$ cat config.mk
export PLATFORM = sky130hd
export DESIGN_NAME = ata_mmio_window
export DESIGN_NICKNAME = d
export VERILOG_FILES = /design/src/rtl/ata_win_pkg.sv /design/src/rtl/ata_win_decode.sv /design/src/rtl/ata_win_stub.sv /design/src/rtl/ata_win_irq.sv /design/src/rtl/ata_mmio_window.sv
export SDC_FILE = /design/constraint.sdc
export NUM_CORES = 1
export LEC_CHECK = 0
export ABC_AREA = 1
export BUFFER_PORTS_ARGS = -buffer_cell sky130_fd_sc_hd__buf_2
export CORE_ASPECT_RATIO = 1.5
export CORE_MARGIN = 3
export CORE_UTILIZATION = 39
export DETAILED_ROUTE_END_ITERATION = 8
export SYNTH_ARGS = -nofsm -noshare
export SYNTH_HDL_FRONTEND = slang
export SYNTH_SLANG_ARGS = --single-unit
$ cat constraint.sdc
create_clock -name clk -period 5.5 [get_ports clk]
set_clock_uncertainty 0.05 [all_clocks]
set_input_delay 1.1 -clock clk [delete_from_list [all_inputs] [get_ports clk]]
set_output_delay 1.1 -clock clk [all_outputs]
set_load 0.02 [all_outputs]
$ cat src/rtl/ata_win_pkg.sv
package ata_win_pkg;
  typedef enum logic [1:0] {
    SEL_NONE = 2'd0,
    SEL_TF   = 2'd1,
    SEL_CTL  = 2'd2,
    SEL_DATA = 2'd3
  } sel_e;

  localparam int IDX_STATUS = 7;
  localparam int IDX_CTL_A  = 8;
  localparam int IDX_CTL_B  = 22;
  localparam int MASK_BIT   = 1;

  function automatic logic [15:0] swap16(input logic [15:0] v);
    return {v[7:0], v[15:8]};
  endfunction

  function automatic logic [31:0] swap32(input logic [31:0] v);
    return {v[7:0], v[15:8], v[23:16], v[31:24]};
  endfunction
endpackage

$ cat src/rtl/ata_win_decode.sv
module ata_win_decode
  import ata_win_pkg::*;
#(
  parameter int WIN_BITS    = 12,
  parameter int STRIDE_BITS = 4,
  localparam int IDX_W      = WIN_BITS - STRIDE_BITS
) (
  input  logic [IDX_W-1:0] idx,
  input  logic             is_byte,
  output sel_e             sel
);
  always_comb begin
    sel = SEL_NONE;
    if (is_byte) begin
      if (idx >= IDX_W'(1) && idx <= IDX_W'(IDX_STATUS))
        sel = SEL_TF;
      else if (idx == IDX_W'(IDX_CTL_A) || idx == IDX_W'(IDX_CTL_B))
        sel = SEL_CTL;
    end else if (idx == '0) begin
      sel = SEL_DATA;
    end
  end
endmodule

$ cat src/rtl/ata_win_stub.sv
module ata_win_stub #(
  parameter int DEPTH = 16,
  localparam int PTR_W = $clog2(DEPTH)
) (
  input  logic        clk,
  input  logic        rst,
  input  logic        tf_we,
  input  logic [2:0]  tf_idx,
  input  logic [7:0]  tf_wdata,
  output logic [7:0]  tf_rdata,
  input  logic        ctl_we,
  input  logic        ctl_mask_in,
  output logic        mask,
  input  logic        dp_wr,
  input  logic        dp_rd,
  input  logic [15:0] dp_wdata,
  output logic [15:0] dp_rdata
);
  logic [7:0]       tf_mem [8];
  logic [15:0]      fifo_mem [DEPTH];
  logic [PTR_W-1:0] wptr, rptr;
  logic             mask_q;

  always_ff @(posedge clk) begin
    if (tf_we) tf_mem[tf_idx] <= tf_wdata;
  end

  always_ff @(posedge clk) begin
    if (dp_wr) fifo_mem[wptr] <= dp_wdata;
  end

  always_ff @(posedge clk) begin
    if (rst) begin
      wptr   <= '0;
      rptr   <= '0;
      mask_q <= 1'b0;
    end else begin
      if (dp_wr)  wptr   <= wptr + 1'b1;
      if (dp_rd)  rptr   <= rptr + 1'b1;
      if (ctl_we) mask_q <= ctl_mask_in;
    end
  end

  assign tf_rdata = tf_mem[tf_idx];
  assign dp_rdata = fifo_mem[rptr];
  assign mask     = mask_q;
endmodule

$ cat src/rtl/ata_win_irq.sv
module ata_win_irq (
  input  logic clk,
  input  logic rst,
  input  logic dev_done,
  input  logic mask,
  input  logic status_rd,
  output logic irq
);
  logic irq_q;

  always_ff @(posedge clk) begin
    if (rst)                    irq_q <= 1'b0;
    else if (dev_done && !mask) irq_q <= 1'b1;
    else if (status_rd)         irq_q <= 1'b0;
  end

  assign irq = irq_q;


  irq_set_chk: assert property (@(posedge clk) disable iff (rst)
    (dev_done && !mask) |=> irq);


  irq_clear_chk: assert property (@(posedge clk) disable iff (rst)
    (status_rd && !(dev_done && !mask)) |=> !irq);


  irq_masked_chk: assert property (@(posedge clk) disable iff (rst)
    (dev_done && mask && !status_rd) |=> $stable(irq));
endmodule

$ cat src/rtl/ata_mmio_window.sv
module ata_mmio_window
  import ata_win_pkg::*;
#(
  parameter int ADDR_W      = 32,
  parameter int WIN_BITS    = 12,
  parameter int STRIDE_BITS = 4,
  parameter int DATA_DEPTH  = 16,
  parameter bit BIG_ENDIAN  = 1'b0,
  localparam int IDX_W      = WIN_BITS - STRIDE_BITS
) (
  input  logic              clk,
  input  logic              rst,
  input  logic              bus_req,
  input  logic              bus_we,
  input  logic [1:0]        bus_size,
  input  logic [ADDR_W-1:0] bus_addr,
  input  logic [31:0]       bus_wdata,
  output logic              bus_ready,
  output logic [31:0]       bus_rdata,
  input  logic              dev_done,
  output logic              irq
);
  sel_e             sel;
  logic [IDX_W-1:0] idx;
  logic             is_byte, is_word, start, word_data;
  logic             busy_q, we_q, ready_q;
  logic [15:0]      hi_q, lo_q;
  logic [31:0]      rdata_q, rd_value, word_rd;
  logic [31:0]      w_dev;
  logic [15:0]      h_dev, h_bus;
  logic             tf_we, ctl_we, status_rd, dp_wr, dp_rd, mask;
  logic [2:0]       stub_idx;
  logic [7:0]       tf_rdata;
  logic [15:0]      dp_wdata, dp_rdata;
  logic             addr_unused;

  assign idx         = bus_addr[WIN_BITS-1:STRIDE_BITS];
  assign addr_unused = ^{bus_addr[ADDR_W-1:WIN_BITS], bus_addr[STRIDE_BITS-1:0]};
  assign is_byte     = (bus_size == 2'd0);
  assign is_word     = bus_size[1];
  assign start       = bus_req && !busy_q;
  assign word_data   = (sel == SEL_DATA) && is_word;

  ata_win_decode #(.WIN_BITS(WIN_BITS), .STRIDE_BITS(STRIDE_BITS)) u_decode (
    .idx(idx), .is_byte(is_byte), .sel(sel)
  );

  generate
    if (BIG_ENDIAN) begin : g_swap
      assign w_dev   = swap32(bus_wdata);
      assign h_dev   = swap16(bus_wdata[15:0]);
      assign h_bus   = swap16(dp_rdata);
      assign word_rd = swap32({dp_rdata, lo_q});
    end else begin : g_pass
      assign w_dev   = bus_wdata;
      assign h_dev   = bus_wdata[15:0];
      assign h_bus   = dp_rdata;
      assign word_rd = {dp_rdata, lo_q};
    end
  endgenerate

  assign tf_we     = start && bus_we && (sel == SEL_TF);
  assign ctl_we    = start && bus_we && (sel == SEL_CTL);
  assign status_rd = start && !bus_we && (sel == SEL_TF) && (idx[2:0] == 3'(IDX_STATUS));
  assign stub_idx  = (sel == SEL_CTL) ? 3'(IDX_STATUS) : idx[2:0];
  assign dp_wr     = (start && bus_we && (sel == SEL_DATA)) || (busy_q && we_q);
  assign dp_rd     = (start && !bus_we && (sel == SEL_DATA)) || (busy_q && !we_q);
  assign dp_wdata  = busy_q ? hi_q : (is_word ? w_dev[15:0] : h_dev);

  always_comb begin
    unique case (sel)
      SEL_TF, SEL_CTL: rd_value = {24'd0, tf_rdata};
      SEL_DATA:        rd_value = {16'd0, h_bus};
      default:         rd_value = is_word ? 32'hFFFF_FFFF :
                                  (is_byte ? 32'h0000_00FF : 32'h0000_FFFF);
    endcase
  end

  always_ff @(posedge clk) begin
    if (rst) begin
      busy_q  <= 1'b0;
      we_q    <= 1'b0;
      ready_q <= 1'b0;
      rdata_q <= '0;
      hi_q    <= '0;
      lo_q    <= '0;
    end else begin
      ready_q <= 1'b0;
      if (busy_q) begin
        busy_q  <= 1'b0;
        ready_q <= 1'b1;
        rdata_q <= we_q ? 32'd0 : word_rd;
      end else if (bus_req) begin
        if (word_data) begin
          busy_q <= 1'b1;
          we_q   <= bus_we;
          hi_q   <= w_dev[31:16];
          lo_q   <= dp_rdata;
        end else begin
          ready_q <= 1'b1;
          rdata_q <= bus_we ? 32'd0 : rd_value;
        end
      end
    end
  end

  assign bus_ready = ready_q;
  assign bus_rdata = rdata_q;

  ata_win_stub #(.DEPTH(DATA_DEPTH)) u_stub (
    .clk(clk), .rst(rst),
    .tf_we(tf_we), .tf_idx(stub_idx), .tf_wdata(bus_wdata[7:0]), .tf_rdata(tf_rdata),
    .ctl_we(ctl_we), .ctl_mask_in(bus_wdata[MASK_BIT]), .mask(mask),
    .dp_wr(dp_wr), .dp_rd(dp_rd), .dp_wdata(dp_wdata), .dp_rdata(dp_rdata)
  );

  ata_win_irq u_irq (
    .clk(clk), .rst(rst), .dev_done(dev_done), .mask(mask),
    .status_rd(status_rd), .irq(irq)
  );


  short_ready_chk: assert property (@(posedge clk) disable iff (rst)
    (start && !word_data) |=> bus_ready);


  word_ready_chk: assert property (@(posedge clk) disable iff (rst)
    (start && word_data) |=> !bus_ready ##1 bus_ready);


  byte_float_chk: assert property (@(posedge clk) disable iff (rst)
    (start && !bus_we && is_byte && sel == SEL_NONE) |=> (bus_rdata == 32'h0000_00FF));


  word_float_chk: assert property (@(posedge clk) disable iff (rst)
    (start && !bus_we && is_word && sel == SEL_NONE) |=> (bus_rdata == 32'hFFFF_FFFF));
endmodule

## Word level (Yosys, flattened, before mapping)

Memories as Yosys holds them, arrays and structs flattened. A register that Yosys moved wholly into a read port is not among the register bits.
Cells that the tools add are included.

- Register bits after elaboration: 77
- Bits in writable memories: 320
- Bits of input ports: 71
- Output and inout port bits: 34
- Memories: 2

Memories:

| memory | words | width | read ports | clocked after Yosys merged registers in | wr ports | line | RTL |
|---|---|---|---|---|---|---|---|
| u_stub.fifo_mem | 16 | 16 | 1 | 1 | 1 | ata_win_stub.sv:20 | `logic [15:0] fifo_mem [DEPTH];` |
| u_stub.tf_mem | 8 | 8 | 1 | 0 | 1 | ata_win_stub.sv:19 | `logic [7:0] tf_mem [8];` |

- Add/subtract/negate cells: 2
- $lt $le $gt $ge: 2
- Equal/unequal tests: 7
- Multiplexer cells: 26
- Bitwise logic cells: 2
- Reduce and logical (&&, ||, !) cells: 29

Operator list:

| operator | count |
|---|---|
| two-way mux 32 bit | 6 |
| case mux 32 bit (2 select lines) | 1 |
| two-way mux 16 bit | 2 |
| logical AND 1 bit | 14 |
| two-way mux 1 bit | 10 |
| adder 4 x 1 -> 4 bit, second input constant | 2 |
| equality test 8 x 4 -> 1 bit, second input constant | 1 |
| equality test 8 x 5 -> 1 bit, second input constant | 1 |
| greater-or-equal comparator 8 x 1 -> 1 bit, second input constant | 1 |
| less-or-equal comparator 8 x 3 -> 1 bit, second input constant | 1 |
| zero test 8 bit | 1 |
| two-way mux 2 bit | 4 |
| two-way mux 4 bit | 2 |
| equality test 2 bit, second input constant | 2 |
| zero test 1 bit | 4 |
| nonzero test 2 bit | 2 |
| equality test 3 bit, second input constant | 1 |
| logical OR 1 bit | 3 |
| two-way mux 3 bit | 1 |
| AND reduction 3 bit | 1 |
| OR reduction 3 bit | 1 |
| equality test 2 x 1 -> 1 bit, second input constant | 1 |
| zero test 2 bit | 1 |
| != test 2 x 1 -> 1 bit, second input constant | 1 |
| other kinds (3) | 4 |

## Logic depth before layout (Yosys ltp)

Gate-level depths: netlist of the first run.
An unclocked memory read counts as a cell.

- Depth after elaboration: 13
- Mapped depth: 21
- Gate-level depth less buffers: 21

## Hierarchy

A second synthesis of the first run with hierarchy kept.

- Cells, all modules: 1,870
- Area, all modules: 17,540.6 µm²

By module, submodules not included:

| module | times used | cells each | area each (µm²) | sequential area each (µm²) |
|---|---|---|---|---|
| ata_win_stub | 1 | 1,314 | 14,043.5 | 9,869.5 |
| ata_mmio_window | 1 | 518 | 3,326.9 | 1,341.3 |
| ata_win_decode | 1 | 32 | 126.4 | 0.0 |
| ata_win_irq | 1 | 6 | 43.8 | 20.0 |

## Least setup slack after synthesis of the first run

Ideal clock, no wire load.

- Path kind: input port to flip-flop
- From: in bus_addr[5]
- To: mem u_stub.fifo_mem[11][0] (enable)
- Library setup time: 0.388 ns
- Arrival: 3.513 ns
- Required time: 5.062 ns
- Slack: 1.548 ns
- Cell stages on the path: 13
- Cell sequence: buf_4 > clkinv_1 > buf_4 > nand3_1 > o311ai_0 > nand2_1 > inv_1 > ha_1 > buf_2 > nand2_1 > nand2_1 > nand2_1 > nor2_1

- Word-level cells in the longest chain between the ends: 10

Ends and longest elaborated chain:

| item | line | RTL |
|---|---|---|
| start: declaration | ata_mmio_window.sv:16 | `input logic [ADDR_W-1:0] bus_addr,` |
| parallel branches: the longest is 4 deep, another holds greater-or-equal comparator 8 x 1 -> 1 bit | -- |  |
| two-way mux 2 bit (*) | ata_win_decode.sv:14 | `if (is_byte) begin` |
| equality test 2 bit (*) | ata_mmio_window.sv:66 | `assign dp_wr = (start && bus_we && (sel == SEL_DATA)) \|\| (busy_q && we_q);` |
| logical AND 1 bit (*) | ata_mmio_window.sv:66 |  |
| logical OR 1 bit (*) | ata_mmio_window.sv:66 |  |
| two-way mux 1 bit (*) | ata_win_stub.sv:29 | `if (dp_wr) fifo_mem[wptr] <= dp_wdata;` |
| two-way mux 1 bit (implied by the code) (*) | ata_win_stub.sv:29 |  |
| end: declaration | ata_win_stub.sv:20 |  |

Every way passes the cells marked *.

## Worst setup path in the final report of the first run

- From: in bus_addr[11]
- To: mem u_stub.fifo_mem[9][10] (enable)

Same word-level chain as after synthesis.

==> results of run 1 <==
-- logic make-up after synthesis --
kind of cell	Yosys count	share of synthesized area, %
flops	401	64.9
compound gates	137	4.10
buf+inv	331	7.62
fa+ha+maj	9	0.651
simple gates	927	22.7
-- layer usage --
layer  global-route usage [%]  wire, um  up-vias  part of all wire [%]
met2                     35.2     24100      303                    54
met4                     7.31      1770        0                   3.9
li1                         -         -     6028                     -
met5                        0         0        -                     0
met1                     21.4     17200     5926                    38
met3                     2.44      1810       97                   4.0
-- stage by stage --
step | setup slack, ns | area (um^2) | hold slack [ns] | total power (uW) | utilization [%]
5_1_grt | 1.28 | 19700 | 0.426 | 6410 | 45.3
3_5_place_dp | 0.967 | 18400 | 0.404 | 3660 | 42.4
6_report | 1.54 | 19700 | 0.407 | 6220 | 45.3
4_1_cts | 1.55 | 19700 | 0.412 | 6280 | 45.3
3_3_place_gp | 0.987 | 18400 | 0.393 | 3660 | 42.4
2_1_floorplan | 1.55 | 17300 | 0.379 | 3540 | -
-- cells in the final DEF (no fill, tap or decap), types with 2 or more instances in the layout --
cell / count
nor2_2: 18
inv_2: 4
clkbuf_8: 4
clkinv_2: 7
nand3b_1: 32
dfxtp_1: 79
nor3_1: 9
nor2_1: 92
nand4_1: 4
nand2_1: 547
o21a_1: 3
inv_1: 236
a21oi_1: 60
clkinvlp_4: 2
buf_4: 45
edfxtp_1: 320
clkinv_1: 3
buf_2: 80
clkbuf_16: 41
clkbuf_1: 10
nand3_1: 218
ha_1: 9
bufinv_16: 2
o21ai_0: 71
and3_1: 2
-- flip-flops by register name, indices dropped and copies added, names as in the netlist, named ones only --
signal,cells
u_stub.fifo_mem,256
u_stub.rptr,4
u_stub.tf_mem,64
bus_rdata,32
busy_q,1
we_q,1
hi_q,16
bus_ready,1
u_stub.mask,1
u_stub.wptr,4
u_irq.irq,1
lo_q,16
-- worst min path at each step --
stage                startpoint           to  slack, ns
global route          u_irq.irq    u_irq.irq       0.43
finish                u_irq.irq    u_irq.irq       0.41
floorplan           u_stub.mask  u_stub.mask       0.38
detailed placement    u_irq.irq    u_irq.irq       0.40
global placement    u_stub.mask  u_stub.mask       0.39
CTS                   u_irq.irq    u_irq.irq       0.41
-- where the power goes --
part           internal, uW  leakage, uW  switching [uW]
Clock                  1510     0.000606            1110
Sequential             3290      0.00354            15.2
Combinational          78.6      0.00415             209
-- layout make-up --
cell class	count	share of cell area, %
Sequential cell	401	57.1
Multi-Input combinational cell	1073	24.4
Clock buffer	55	5.69
Inverter	242	4.63
Timing Repair Buffer	126	3.86
Tap cell	570	3.63
Clock inverter	13	0.617
-- critical path, stage by stage --
cell	delay (ns)
buf_2	0.09
or2_2	0.29
nor2_1	0.09
nand2_1	0.07
nor2_1	0.13
inv_1	0.05
o21ai_0	0.20
inv_1	0.07
nor2_1	0.20
ha_1	0.20
buf_4	0.24
nand2_1	0.10
nand2_1	0.18
nand2_1	0.21
nor2_2	0.63
buf_4	0.30
==> results.yml, run 1 <==
die:
  die-area_um2: 47000
  core_area_um2: 43400
  die_height_um: 264
  row_count: 93
  chipWidth_um: 178
  ioPinCount: 105
  initial_core_util_pct: 39.9
critical_path:
  worstPathArrival_ns: 4.16
  r2r_slack_ns: 2.02
  crit_path_start: "bus_addr[11]"
  rr_endpoint: "bus_rdata[9]"
  path_max_fanout: 19
  cp-endpoint: "u_stub.fifo_mem[9][10]"
  cp-end-kind: "register"
  crit_path_start_kind: "input port"
  worstSetupPathType: "in -> reg"
  required_ns: 5.70
  reg2regPathDepth: 11
cells_and_area:
  multiInputGateArea_um2: 4810
  n_fill_cell: 4050
  finish.net_count: 1961
  n_antenna_cell: 0
  register_area_um2: 11200
  drive_gt1_share_pct: 11.2
  area_delta_synth_final_pct: 13.6
  stdcell_count: 2480
flow_run:
  maxCapViolations: 0
synthesis:
  synth_ff_type: "edfxtp_1"
  synth.distinct_cells: 28
  yosysMostFrequentCell: "nand2_1"
  ys_top_cells_by_area: "edfxtp_1 (56%), nand2_1 (12%), dfxtp_1 (9.4%), nand3_1 (6.3%), inv_1 (5.1%)"
  yosys.area.top_type: "edfxtp_1"
  syn_inst: 1805
  synth_top_area_share_pct: 55.5
  synth.top_cells.by_count: "nand2_1 (547), edfxtp_1 (320), inv_1 (237)"
  async_flop_share_pct: 0
  synth_seq_cells: 401
  avgSynthCellArea_um2: 9.59
  synth.cell_area_um2: 17300
  synth_fp_nets: 1885
  synth_edf_count: 320
  yosys_warnings: 0
  synth-seq-area-share_pct: 64.9
clocking:
  ctsLongestPathBuffers: 3
  ctsHoldBuffers: 0
  post-cts-setup-buffers: 0
  cts_tree: "done"
  numCtsBuffers: 37
  cts_sinks: 401
  root_buffer: "clkbuf_16"
  ctsResizeCount: 0
  htreeDepth: 2
  cts.clk_slew.worst_paths_ns: 0.06
  clk_latency_ns: 0.54
global_route:
  grt_pass1_vias: 12084
  grt_pass1_wl_um: 68200
  track_usage_pct: 18.8
  grt-ovfl-total: 0
  grt_max_degree: 72
  grt_antenna_before_repair: 0
timing:
  finalHoldViolCount: 0
  fin_setup_tns_ns: 0
  tightest_slew_ns: 1.23
  rsz0062_at_grt: "no"
  slew_headroom_pct: 17.6
  timing.final.crit_share_pct: 72.0
  finalSetupViolations: 0
  fin_crit_ns: 3.96
  finalMaxSlewViolations: 0
  fmax_ghz: 0.253
drt:
  vias: 12354
  dr.first_iter.drc_count: 787
  routed_wl_um: 44800
  first_pass_iters: 5
  avgViaCountPerCell: 4.98
  post-route-drc-count: 0
  ant_nets: 0
  wire_per_inst_um: 18.1
outcome:
  outcome: "finished clean"
placement:
  dp_hpwl_um: 28800
  io_buffer_count: 80
  dp.cells: 2412
  place.gp.congestion: 0.882
pwr:
  vdd_drop_max_mv: 0.295
  powerDensity_nw_per_um2: 316
  leakagePower_uw: 0.00829
min_path:
  whs_path_depth: 2
  hold_path_class: "reg -> reg"
Power figures use the tool's default switching activity.
==> run 2: changes to the inputs <==
clock period = 3.46 ns   (was 5.5 ns; I/O delays follow)
==> results.yml, run 2 (synthesis results as in run 1) <==
clocking:
  post-cts-setup-buffers: 0
  ctsResizeCount: 0
  cts_tree: "done"
  clk_latency_ns: 0.54
  cts_sinks: 401
  numCtsBuffers: 37
  cts.clk_slew.worst_paths_ns: 0.06
  ctsLongestPathBuffers: 3
  root_buffer: "clkbuf_16"
  htreeDepth: 2
  ctsHoldBuffers: 0
critical_path:
  worstSetupPathType: "in -> reg"
  cp-end-kind: "register"
  worst-path-buf-inv: 5
  crit_path_top_delay_cell: "or2_2"
  crit_path_start_kind: "input port"
  crit_chain: "buf_2 > or2_2 > nor2_1 > nand2_1 > nor2_1 > inv_1 > o21ai_0 > inv_1 > nor2_1 > buf_4 > ha_1 > nand2_1 > nand2_1 > nand2_1 > nor2_2 > buf_4"
  slowest_delay_ns: 0.29
  required_ns: 3.63
  crit_family: "simple AND/OR/NAND/NOR gates"
  path_common_cell: "nand2_1"
  path_max_fanout: 7
  worstPathArrival_ns: 3.06
die:
  core_area_um2: 43400
  chipWidth_um: 178
  ioPinCount: 105
  die-area_um2: 47000
  row_count: 93
  die_height_um: 264
  initial_core_util_pct: 39.9
outcome:
  outcome: "finished clean"
cells_and_area:
  finish.net_count: 1996
  fin_util_pct: 46.5
  n_antenna_cell: 0
  largest_reg_flops: 256
  design_area_um2: 20200
  largest_register: "u_stub.fifo_mem"
  drive_gt1_share_pct: 13.1
  mostFrequentLayoutCells: "nand2_1 (547), edfxtp_1 (320), inv_1 (236)"
  stdcell_count: 2515
  area_delta_synth_final_pct: 16.6
  layout_commonest_cell: "nand2_1"
global_route:
  track_usage_pct: 18.8
  grt_pass1_wl_um: 67900
  grt-ovfl-total: 0
  grt_max_degree: 129
  grt_pass1_vias: 12125
  grt_antenna_before_repair: 0
placement:
  io_buffer_count: 80
  dp_hpwl_um: 29000
  dp.cells: 2447
  dpl_cell_area_um2: 18900
  place.gp.congestion: 0.822
drt:
  dr.first_iter.drc_count: 789
  first_pass_iters: 5
  ant_nets: 0
  route.layer.met1.wl_um: 16900
  routed_wl_um: 44300
  post-route-drc-count: 0
  wire_per_inst_um: 17.6
  avgViaCountPerCell: 4.96
  wl_met2_um: 23200
  dr_wl_met3_um: 2070
  dr.max_layer_used: "met4"
  vias: 12469
pwr:
  vdd_drop_max_mv: 0.418
  leakagePower_uw: 0.00854
  powerDensity_nw_per_um2: 491
timing:
  finalSetupViolations: 0
  fin_setup_tns_ns: 0
  fmax_ghz: 0.347
  finalHoldViolCount: 0
  rsz0062_at_grt: "no"
  hold_slack_ns: 0.327
  slew_headroom_pct: 43.9
  fin_crit_ns: 2.89
  finalMaxSlewViolations: 0
  tightest_slew_ns: 0.841
  timing.final.crit_share_pct: 83.4
flow_run:
  maxCapViolations: 0
min_path:
  hold_path_class: "in -> reg"
[run 2: cell count changes in the layout (fill, tap and decap cells not counted), sizes merged]
cell,change
buf,+35
clkbuf,+2
clkinv,-3
clkinvlp,-2
inv,+3
[run 2: final cells by class]
class,instances,area (um^2)
well taps,570,713
clock inverters,11,120
flip-flops and latches,401,11200
inverters,242,910
multi-input cells,1073,4830
clock buffers,57,1130
repair buffers,161,1250
fillers,4010,23200
[run 2: power by group]
group	leakage (uW)	internal, uW	total (uW)	switching, uW
sequential	0.00354	5230	5250	21.8
combinational	0.00438	148	483	335
clock	0.000621	2430	4170	1740
total	0.00854	7810	9910	2100
[run 2: routing by layer]
metal  up-vias  global-route usage (%)
met1      5931                    21.6
met4         0                    9.11
li1       6094                       -
met2       346                    34.0
met5         -                       0
met3        98                    2.26
[run 2: worst paths after layout]
path / from / to / slack, ns / cells past startpoint
max: bus_addr[11] / u_stub.fifo_mem[15][6] / 0.57 / 16
min reg2reg: u_irq.irq / u_irq.irq / 0.41 / 2
min: bus_wdata[25] / hi_q[9] / 0.33 / 3
max reg2reg: register / bus_rdata[5] / 0.98 / 11
[run 2: per-stage QoR]
stage               setup slack [ns]  power, uW
CTS                            0.592      10000
finish                         0.575       9910
global placement              0.0414       5840
global route                   0.293      10200
floorplan                    -0.0837       5630
detailed placement            0.0445       5850
[run 2: worst min-delay path, delay by kind of cell]
family	cells	cell delay, ns
buffers and inverters	1	0.07
and+or+nand+nor	2	0.11
==> run 3: changes to the inputs <==
ABC_AREA = 0   (was 1)
clock period = 2.7 ns   (was 3.46 ns; I/O delays follow)
==> results.yml, run 3 <==
outcome:
  outcome: "finished clean"
timing:
  finalHoldViolCount: 0
  fin_crit_ns: 2.61
  finalSetupViolations: 0
  timing.final.crit_share_pct: 96.6
  setup_slack_ns: 0.0916
  tightest_slew_ns: 0.829
  fin_setup_tns_ns: 0
  slew_headroom_pct: 44.7
  finalMaxSlewViolations: 0
  fmax_ghz: 0.383
cells_and_area:
  design_area_um2: 19100
  finish.net_count: 1198
  stdcell_count: 1645
  area_delta_synth_final_pct: 21.3
  layout_commonest_cell: "edfxtp_1"
  largest_register: "u_stub.fifo_mem"
  n_antenna_cell: 0
  drive_gt1_share_pct: 30.5
  largest_reg_flops: 256
  mostFrequentLayoutCells: "edfxtp_1 (320), nand2_1 (106), buf_2 (80)"
min_path:
  worstHoldStart: "bus_wdata[25]"
  hold_path_class: "in -> reg"
global_route:
  grt-ovfl-total: 0
  grt_pass1_vias: 9099
  grt_max_degree: 63
  grt_pass1_wl_um: 55000
  grt_antenna_before_repair: 0
  track_usage_pct: 17.2
flow_run:
  maxCapViolations: 0
placement:
  place.gp.congestion: 0.834
  place_ws_ns: -0.541
  io_buffer_count: 80
  dp.cells: 1579
  dpl_cell_area_um2: 17800
  dp_hpwl_um: 25700
die:
  core_area_um2: 39600
  die-area_um2: 42900
  chipWidth_um: 170
  die_height_um: 252
  ioPinCount: 105
  row_count: 89
  initial_core_util_pct: 39.7
critical_path:
  crit_path_start: "bus_size[0]"
  cp-end-kind: "register"
  required_ns: 2.88
  crit_path_top_delay_cell: "or4_4"
  worstSetupPathType: "in -> reg"
  worstPathArrival_ns: 2.79
  slowest_delay_ns: 0.43
  crit_path_start_kind: "input port"
  path_max_fanout: 16
  path_common_cell: "buf_12"
  crit_chain: "buf_2 > nor2_4 > xor2_1 > or4_4 > a211oi_4 > buf_4 > ha_2 > a32o_2 > buf_12 > nand2_4 > nor3_4 > buf_12"
synthesis:
  yosys.area.top_type: "edfxtp_1"
  synth_fp_nets: 1054
  ys_top_cells_by_area: "edfxtp_1 (61%), dfxtp_1 (10%), mux4_2 (7.4%), nand2_1 (2.6%), mux4_1 (2.3%)"
  synth.distinct_cells: 44
  yosys_warnings: 0
  async_flop_share_pct: 0
  synth-seq-area-share_pct: 71.3
  syn_inst: 974
  synth_edf_count: 320
  synth_ff_type: "edfxtp_1"
  avgSynthCellArea_um2: 16.2
  synth_seq_cells: 401
  yosysMostFrequentCell: "edfxtp_1"
  synth_top_area_share_pct: 61.0
  synth.top_cells.by_count: "edfxtp_1 (320), nand2_1 (110), dfxtp_1 (81)"
  synth.cell_area_um2: 15800
clocking:
  cts_sinks: 401
  cts_tree: "done"
  cts.clk_slew.worst_paths_ns: 0.06
  clk_latency_ns: 0.53
  ctsLongestPathBuffers: 3
  numCtsBuffers: 37
  post-cts-setup-buffers: 0
  htreeDepth: 2
  root_buffer: "clkbuf_16"
pwr:
  leakagePower_uw: 0.00634
  powerDensity_nw_per_um2: 650
  vdd_drop_max_mv: 0.345
  power_uw: 12400
drt:
  first_pass_iters: 5
  routed_wl_um: 36900
  avgViaCountPerCell: 5.40
  ant_nets: 0
  post-route-drc-count: 0
  vias: 8877
  dr.first_iter.drc_count: 628
  wire_per_inst_um: 22.4
-- run 3: changes by cell type after synthesis, moves of 17 or more --
cell,before,now
nand3_1,218,3
mux2i_1,0,22
nand3b_1,32,0
inv_1,237,5
nor2_1,109,43
nand2_1,547,110
buf_2,46,9
mux2_2,0,17
mux4_2,0,52
o21ai_0,71,24
a22oi_1,0,39
-- run 3: cells by family after synthesis --
| family | count (synthesis) | share of synthesized area [%] |
|---|---|---|
| compound gates | 164 | 7.12 |
| xor+xnor | 8 | 0.445 |
| fa+ha+maj | 9 | 0.715 |
| buf+inv | 68 | 1.95 |
| flops | 401 | 71.3 |
| mux | 105 | 12.4 |
| simple gates | 219 | 6.11 |
-- run 3: final cells by class --
type / instances / area [um^2]
well taps: 500 / 626
multi-input cells: 505 / 4490
clock inverters: 17 / 215
inverters: 5 / 18.8
repair buffers: 168 / 1490
fillers: 3316 / 20500
flip-flops and latches: 401 / 11200
clock buffers: 49 / 1020
-- run 3: layer usage --
| metal | GRT usage [%] | wire length (um) | up-vias |
|---|---|---|---|
| met5 | 0 | 0 | - |
| met2 | 32.7 | 20600 | 216 |
| met3 | 2.19 | 1380 | 62 |
| met4 | 5.47 | 934 | 0 |
| li1 | - | - | 4095 |
| met1 | 19.8 | 14000 | 4504 |
-- run 3: worst paths after layout --
check / cells past startpoint / slack, ns / to
hold reg to reg: 2 / 0.40 / hi_q[2]
setup reg to reg: 6 / 0.27 / bus_rdata[20]
setup / recovery: 12 / 0.09 / u_stub.fifo_mem[1][4]
hold / removal: 3 / 0.19 / hi_q[9]
-- run 3: worst max-delay path: cells and delay by family --
| family | cells | cell delay (ns) |
|---|---|---|
| xor+xnor | 1 | 0.08 |
| fa+ha+maj | 1 | 0.17 |
| compound gates | 2 | 0.50 |
| simple gates | 4 | 0.86 |
| buf+inv | 4 | 0.61 |
-- run 3: what timing repair did --
item / CTS / global route
setup endpoints to repair: 0 / 103
hold buffers: 0 / 0
endpoints found under the hold margin: 0 / 0
resized for setup: 0 / 10
-- run 3: where the power goes --
group,internal [uW],switching (uW),leakage [uW]
registers,6690,19.1,0.00354
logic,137,268,0.00220
clock network,3150,2160,0.000604
total,9980,2450,0.00634
-- run 3: stage by stage --
| step | hold slack (ns) | utilization (%) |
|---|---|---|
| 5_1_grt | 0.200 | 48.2 |
| 6_report | 0.192 | 48.2 |
| 3_5_place_dp | 0.397 | 45.0 |
| 2_1_floorplan | 0.383 | - |
| 3_3_place_gp | 0.388 | 45.0 |
| 4_1_cts | 0.169 | 48.1 |
